## src/rtl/dcp_pkg.sv

```systemverilog
package dcp_pkg;

  localparam int unsigned LONGEST_US = 104000;
  localparam int          CNT_W      = $clog2(LONGEST_US + 1);

  typedef logic [CNT_W-1:0] cnt_t;

  localparam logic [2:0] LEVEL_CODE = 3'd7;

  typedef enum logic [1:0] {
    PH_IDLE  = 2'd0,
    PH_PULSE = 2'd1,
    PH_LEVEL = 2'd2,
    PH_HOLD  = 2'd3
  } phase_e;

  // strobes from control to datapath
  typedef struct packed {
    logic capture;
    logic loadWidth;
    logic loadHold;
    logic decrement;
  } dpCmd_t;

  function automatic cnt_t widthUs(input logic [2:0] code);
    case (code)
      3'd0:    return cnt_t'(12);
      3'd1:    return cnt_t'(102);
      3'd2:    return cnt_t'(409);
      3'd3:    return cnt_t'(1600);
      3'd4:    return cnt_t'(13000);
      3'd5:    return cnt_t'(52000);
      3'd6:    return cnt_t'(104000);
      default: return cnt_t'(1);
    endcase
  endfunction

  function automatic cnt_t holdUs(input logic [1:0] code);
    case (code)
      2'd1:    return cnt_t'(12);
      2'd2:    return cnt_t'(1600);
      2'd3:    return cnt_t'(104000);
      default: return cnt_t'(0);
    endcase
  endfunction

endpackage

```

## src/rtl/dcp_tick.sv

```systemverilog
module dcp_tick #(
  parameter int unsigned CLK_HZ = 100_000_000
) (
  input  logic clk,
  input  logic rst,
  output logic tick
);
  localparam int unsigned DIV  = (CLK_HZ >= 2_000_000) ? CLK_HZ / 1_000_000 : 1;
  localparam int          DW   = (DIV > 1) ? $clog2(DIV) : 1;
  localparam logic [DW-1:0] LAST = DW'(DIV - 1);

  logic [DW-1:0] divCnt;

  always_ff @(posedge clk) begin
    if (rst) begin
      divCnt <= '0;
    end else if (divCnt == LAST) begin
      divCnt <= '0;
    end else begin
      divCnt <= divCnt + 1'b1;
    end
  end

  assign tick = (divCnt == LAST);

endmodule

```

## src/rtl/dcp_datapath.sv

```systemverilog
module dcp_datapath
  import dcp_pkg::*;
(
  input  logic       clk,
  input  logic       rst,
  input  dpCmd_t     cmd,
  input  logic [2:0] widthSel,
  input  logic [1:0] holdSel,
  input  logic       activeHigh,
  input  logic       driveActive,
  output logic       cntZero,
  output logic       holdIsZero,
  output logic       pinOut
);
  cnt_t       cnt;
  logic [1:0] holdSelQ;

  always_ff @(posedge clk) begin
    if (rst) begin
      cnt      <= '0;
      holdSelQ <= '0;
    end else begin
      if (cmd.capture) holdSelQ <= holdSel;
      if (cmd.loadWidth) begin
        cnt <= widthUs(widthSel) - 1'b1;
      end else if (cmd.loadHold) begin
        cnt <= holdUs(holdSelQ) - 1'b1;
      end else if (cmd.decrement) begin
        cnt <= cnt - 1'b1;
      end
    end
  end

  assign cntZero    = (cnt == '0);
  assign holdIsZero = (holdSelQ == 2'd0);
  assign pinOut     = activeHigh ? driveActive : ~driveActive;

endmodule

```

## src/rtl/dcp_ctrl.sv

```systemverilog
module dcp_ctrl
  import dcp_pkg::*;
(
  input  logic       clk,
  input  logic       rst,
  input  logic       tick,
  input  logic       immStop,
  input  logic       decStop,
  input  logic       homeDone,
  input  logic       relPulse,
  input  logic       stopEn,
  input  logic       homeEn,
  input  logic [2:0] widthSel,
  input  logic       cntZero,
  input  logic       holdIsZero,
  output dpCmd_t     cmd,
  output logic       driveActive,
  output logic       busyOut,
  output logic       inLevel
);
  phase_e phase, phaseNxt;
  logic   fire;

  // a deceleration stop in the same cycle overrules the abrupt halt
  assign fire = (immStop & stopEn & ~decStop) | (homeDone & homeEn);

  always_comb begin
    cmd      = '0;
    phaseNxt = phase;
    case (phase)
      PH_IDLE: begin
        if (fire) begin
          cmd.capture = 1'b1;
          if (widthSel == LEVEL_CODE) begin
            phaseNxt = PH_LEVEL;
          end else begin
            cmd.loadWidth = 1'b1;
            phaseNxt      = PH_PULSE;
          end
        end
      end
      PH_PULSE: begin
        if (tick) begin
          if (!cntZero) begin
            cmd.decrement = 1'b1;
          end else if (holdIsZero) begin
            phaseNxt = PH_IDLE;
          end else begin
            cmd.loadHold = 1'b1;
            phaseNxt     = PH_HOLD;
          end
        end
      end
      PH_LEVEL: begin
        if (relPulse) begin
          if (holdIsZero) begin
            phaseNxt = PH_IDLE;
          end else begin
            cmd.loadHold = 1'b1;
            phaseNxt     = PH_HOLD;
          end
        end
      end
      PH_HOLD: begin
        if (tick) begin
          if (cntZero) phaseNxt = PH_IDLE;
          else         cmd.decrement = 1'b1;
        end
      end
      default: phaseNxt = PH_IDLE;
    endcase
  end

  always_ff @(posedge clk) begin
    if (rst) phase <= PH_IDLE;
    else     phase <= phaseNxt;
  end

  assign driveActive = (phase == PH_PULSE) || (phase == PH_LEVEL);
  assign busyOut     = (phase != PH_IDLE);
  assign inLevel     = (phase == PH_LEVEL);

endmodule

```

## src/rtl/dev_clear_pulse.sv

```systemverilog
module dev_clear_pulse
  import dcp_pkg::*;
#(
  parameter int unsigned CLK_HZ = 100_000_000
) (
  input  logic       clk,
  input  logic       rst,
  input  logic       immStop,
  input  logic       decStop,
  input  logic       homeDone,
  input  logic       levelRelease,
  input  logic       cfgStopEn,
  input  logic       cfgHomeEn,
  input  logic [2:0] cfgWidthSel,
  input  logic       cfgActiveHigh,
  input  logic [1:0] cfgHoldSel,
  output logic       clrPin,
  output logic       busy
);
  logic   tick;
  dpCmd_t cmd;
  logic   cntZero, holdIsZero, driveActive, levelPhase;

  dcp_tick #(.CLK_HZ(CLK_HZ)) u_tick (
    .clk(clk), .rst(rst), .tick(tick)
  );

  dcp_ctrl u_ctrl (
    .clk(clk), .rst(rst), .tick(tick),
    .immStop(immStop), .decStop(decStop), .homeDone(homeDone),
    .relPulse(levelRelease), .stopEn(cfgStopEn), .homeEn(cfgHomeEn),
    .widthSel(cfgWidthSel), .cntZero(cntZero), .holdIsZero(holdIsZero),
    .cmd(cmd), .driveActive(driveActive), .busyOut(busy), .inLevel(levelPhase)
  );

  dcp_datapath u_dp (
    .clk(clk), .rst(rst), .cmd(cmd),
    .widthSel(cfgWidthSel), .holdSel(cfgHoldSel),
    .activeHigh(cfgActiveHigh), .driveActive(driveActive),
    .cntZero(cntZero), .holdIsZero(holdIsZero), .pinOut(clrPin)
  );

endmodule

```

## config.mk

```make
export PLATFORM = sky130hd
export DESIGN_NAME = dev_clear_pulse
export DESIGN_NICKNAME = d
export VERILOG_FILES = /design/src/rtl/dcp_pkg.sv /design/src/rtl/dcp_tick.sv /design/src/rtl/dcp_datapath.sv /design/src/rtl/dcp_ctrl.sv /design/src/rtl/dev_clear_pulse.sv
export SDC_FILE = /design/constraint.sdc
export NUM_CORES = 1
export LEC_CHECK = 0
export BUFFER_PORTS_ARGS = -buffer_cell sky130_fd_sc_hd__buf_2
export CAP_MARGIN = 20
export CORE_UTILIZATION = 60
export CTS_CLUSTER_DIAMETER = 120
export CTS_CLUSTER_SIZE = 25
export DETAILED_ROUTE_END_ITERATION = 6
export HOLD_SLACK_MARGIN = 0.1
export MAX_ROUTING_LAYER = met4
export PLACE_DENSITY = 0.82
export SLEW_MARGIN = 5
export SYNTH_ARGS = -nofsm -noshare
export SYNTH_HDL_FRONTEND = slang
export SYNTH_SLANG_ARGS = --single-unit
```

## constraint.sdc

```tcl
create_clock -name clk -period 4 [get_ports clk]
set_clock_uncertainty 0.05 [all_clocks]
set_input_delay 1 -clock clk [delete_from_list [all_inputs] [get_ports clk]]
set_output_delay 1 -clock clk [all_outputs]
set_load 0.01 [all_outputs]
```

==> impl_metrics.ini <==
[clock_network]
cts_tree = done
numCtsBuffers = 3
hold_buffers = 0
clk_latency_ns = 0.35
htree_levels = 1
path_clk_slew_ns = 0.17
cts_sinks = 28
clockBufferDepth = 2
clock-root-buffer = clkbuf_4
post-cts-setup-buffers = 0
ctsResizeCount = 0

[outcome]
status = finished, final reports clean

[routing]
met1_length_um = 2480
dr.pass1.iters = 5
drc = 0
num_vias = 2166
viasPerCell = 6.39
wl_met2_um = 2610
antenna_left = 0
routed-wl-met3_um = 366
drt_iter0_drc = 242
top_layer = met4
detail_route.wl_per_cell_um = 16.5
routed_wl_um = 5580

[worst_setup_path]
critPathMaxFanout = 6
critical_path.cell_chain = inv_1 > ha_1 > o21ai_1 > nand4b_1 > o21ai_1 > nor2_1 > a21oi_1 > ha_1 > inv_1 > a211oi_1 > nand3b_1 > or4_1 > nand2_1 > nor3_1
cpLargestDelayFamily = simple AND/OR/NAND/NOR gates
cp.arrival_ns = 3.76
crit_required_ns = 4.18
cp-end-kind = register
crit_path_start_kind = register
path_class = reg2reg
rr_worst_depth = 14
cp_slowest_cell = or4_1
cp_slowest_stage_delay_ns = 0.51
crit_cells = 14
crit_buf_inv = 2

[floorplan]
die_x_um = 62.3
start_util_pct = 63.9
core-area_um2 = 3420
rows = 21
die-area_um2 = 3880
die_h_um = 62.3
io_pins = 16

[synth]
synth_area_leaders = dfxtp_1, nor2_1, nand2_1
syn_area_um2 = 2180
yosys.area.top_type = dfxtp_1
synth_warnings = 0
syn_area_per_cell_um2 = 7.83
synth.distinct_cells = 63
synth_top_area_share_pct = 25.7
syn_nets = 300
synth-edff-count = 0
synth.mux.area_fraction_pct = 2.52
synth_seq_cells = 28
ys.flop_type = dfxtp_1
synthAdderAreaFrac_pct = 4.01
synthSimpleGateAreaFrac_pct = 32.8
postSynth.asyncResetShare_pct = 0
synth_compound_area_share_pct = 26.8
synth_top_family_by_area = simple AND/OR/NAND/NOR gates
syn_inst = 279
synthXorXnorAreaFrac_pct = 4.41
ys_seq_area_share_pct = 25.7

[power_and_ir_drop]
vdd_ir_drop_max_uv = 554
p_sw_uw = 738
internal_power_uw = 827
swShare_pct = 47.1
p_leak_nw = 0.923
clkPwrFrac_pct = 12.4
pwr-share-seq_pct = 26.1
p_comb_share_pct = 61.5
p_per_area_nw_per_um2 = 663

[grt]
grt_use_total_pct = 31.2
grt_pass1_wl_um = 9340
grt_pass1_vias = 1928
grt-ovfl-total = 0
antenna_found_initial = 0
grt_max_degree = 28

[placed_design]
port_buffers = 15
placed_cell_area_um2 = 2310
place_ws_ns = 0.341
dp.cells = 335
hpwl_um = 4360
place.gp.congestion = 1.01

[layout]
final_area_um2 = 2360
antennaDiodeCount = 0
final_nets = 315
fin_util_pct = 69.1
register_area_um2 = 561
fin_cells = 339
drive_gt1_share_pct = 14.7
n_fill_cell = 326
area_growth_pct = 8.08
multi_input_area_um2 = 1540

[timing]
period_minus_slack_ns = 3.58
finalSetupViolations = 0
hold_violations = 0
worst-slew-pin-transition_ns = 0.691
fin_crit_sh_pct = 89.6
timing.fmax_ghz = 0.279
relSlewSlack_pct = 53.6
fin_setup_tns_ns = 0
setup_ws_ns = 0.416
rsz0062_at_grt = no
drv_slew = 0

[hold_path]
hold_class = reg2reg
hold_depth = 1

[run]
max_cap_viol_count = 0
[power by group through the flow]
stage                     clock [mW]  sequential, mW  combinational, mW
after floorplan                    0           0.391              0.747
after global placement             0           0.411              0.933
after detailed placement           0           0.412              0.940
after CTS                      0.197           0.406              0.945
after global routing           0.204           0.416               1.05
final                          0.195           0.408              0.962
[routing by layer]
metal | track usage (%) | vias to the layer above
met2 | 51.9 | 85
met1 | 39.8 | 992
met5 | - | -
li1 | - | 1073
met3 | 2.94 | 16
met4 | 9.88 | 0
[state kept, by name, indices dropped and copies added (netlist names)]
signal / flops
u_ctrl.phase: 2
u_dp.cnt: 17
u_dp.holdSelQ: 2
u_tick.divCnt: 7
[per-stage QoR]
stage | hold slack, ns | power (mW)
finish | 0.451 | 1.56
global route | 0.481 | 1.68
CTS | 0.454 | 1.55
detailed placement | 0.425 | 1.35
global placement | 0.375 | 1.34
floorplan | 0.363 | 1.14
[area by class of cell]
type,instances,area share (%)
Inverter,8,1.27
Clock buffer,3,0.954
Clock inverter,1,1.27
Tap cell,46,2.44
Timing Repair Buffer,21,5.09
Multi-Input combinational cell,232,65.2
Sequential cell,28,23.8
[cell usage after synthesis, drive strengths merged (5+ instances only)]
master / instances
a211oi: 10
a21oi: 18
and3: 6
buf: 5
clkbuf: 6
dfxtp: 28
ha: 7
inv: 8
nand2: 32
nand3: 9
nand3b: 5
nor2: 33
nor3: 16
nor4: 5
o21ai: 12
xnor2: 5
xor2: 6
[layout by cell type, fill, tap and decap left out, types with 4 or more instances in the layout]
master	instances
a211oi_1	9
a21oi_1	17
a22oi_1	4
and3_1	6
buf_2	15
buf_4	6
dfxtp_1	28
ha_1	7
inv_1	8
mux2i_1	4
nand2_1	31
nand3_1	7
nand3b_1	5
nor2_1	33
nor3_1	15
o21a_1	4
o21ai_0	7
o21ai_1	5
o22ai_1	4
xnor2_1	5
xor2_1	6
[kinds of logic after synthesis]
logic type,count (synthesis)
XOR/XNOR,11
AO/OA/AOI/OAI,80
AND/OR/NAND/NOR,129
buffers and inverters,19
flip-flops,28
adder cells (fa/ha/maj),7
multiplexers,5
[path summary, 6_finish.rpt]
path | startpoint | to | slack, ns
max | u_ctrl.phase[0] | u_dp.cnt[14] | 0.42
min | u_tick.divCnt[0] | u_tick.divCnt[0] | 0.45
max reg2reg | u_ctrl.phase[0] | u_dp.cnt[14] | 0.42
min reg2reg | u_tick.divCnt[0] | u_tick.divCnt[0] | 0.45
[worst register-to-register path: cells and delay by family, from the launching register on]
family	cells	cell delay [ns]
buf+inv	2	0.14
simple gates	6	1.23
flops	1	0.39
fa+ha+maj	2	0.61
compound gates	4	1.04
Power figures use the tool's default switching activity.
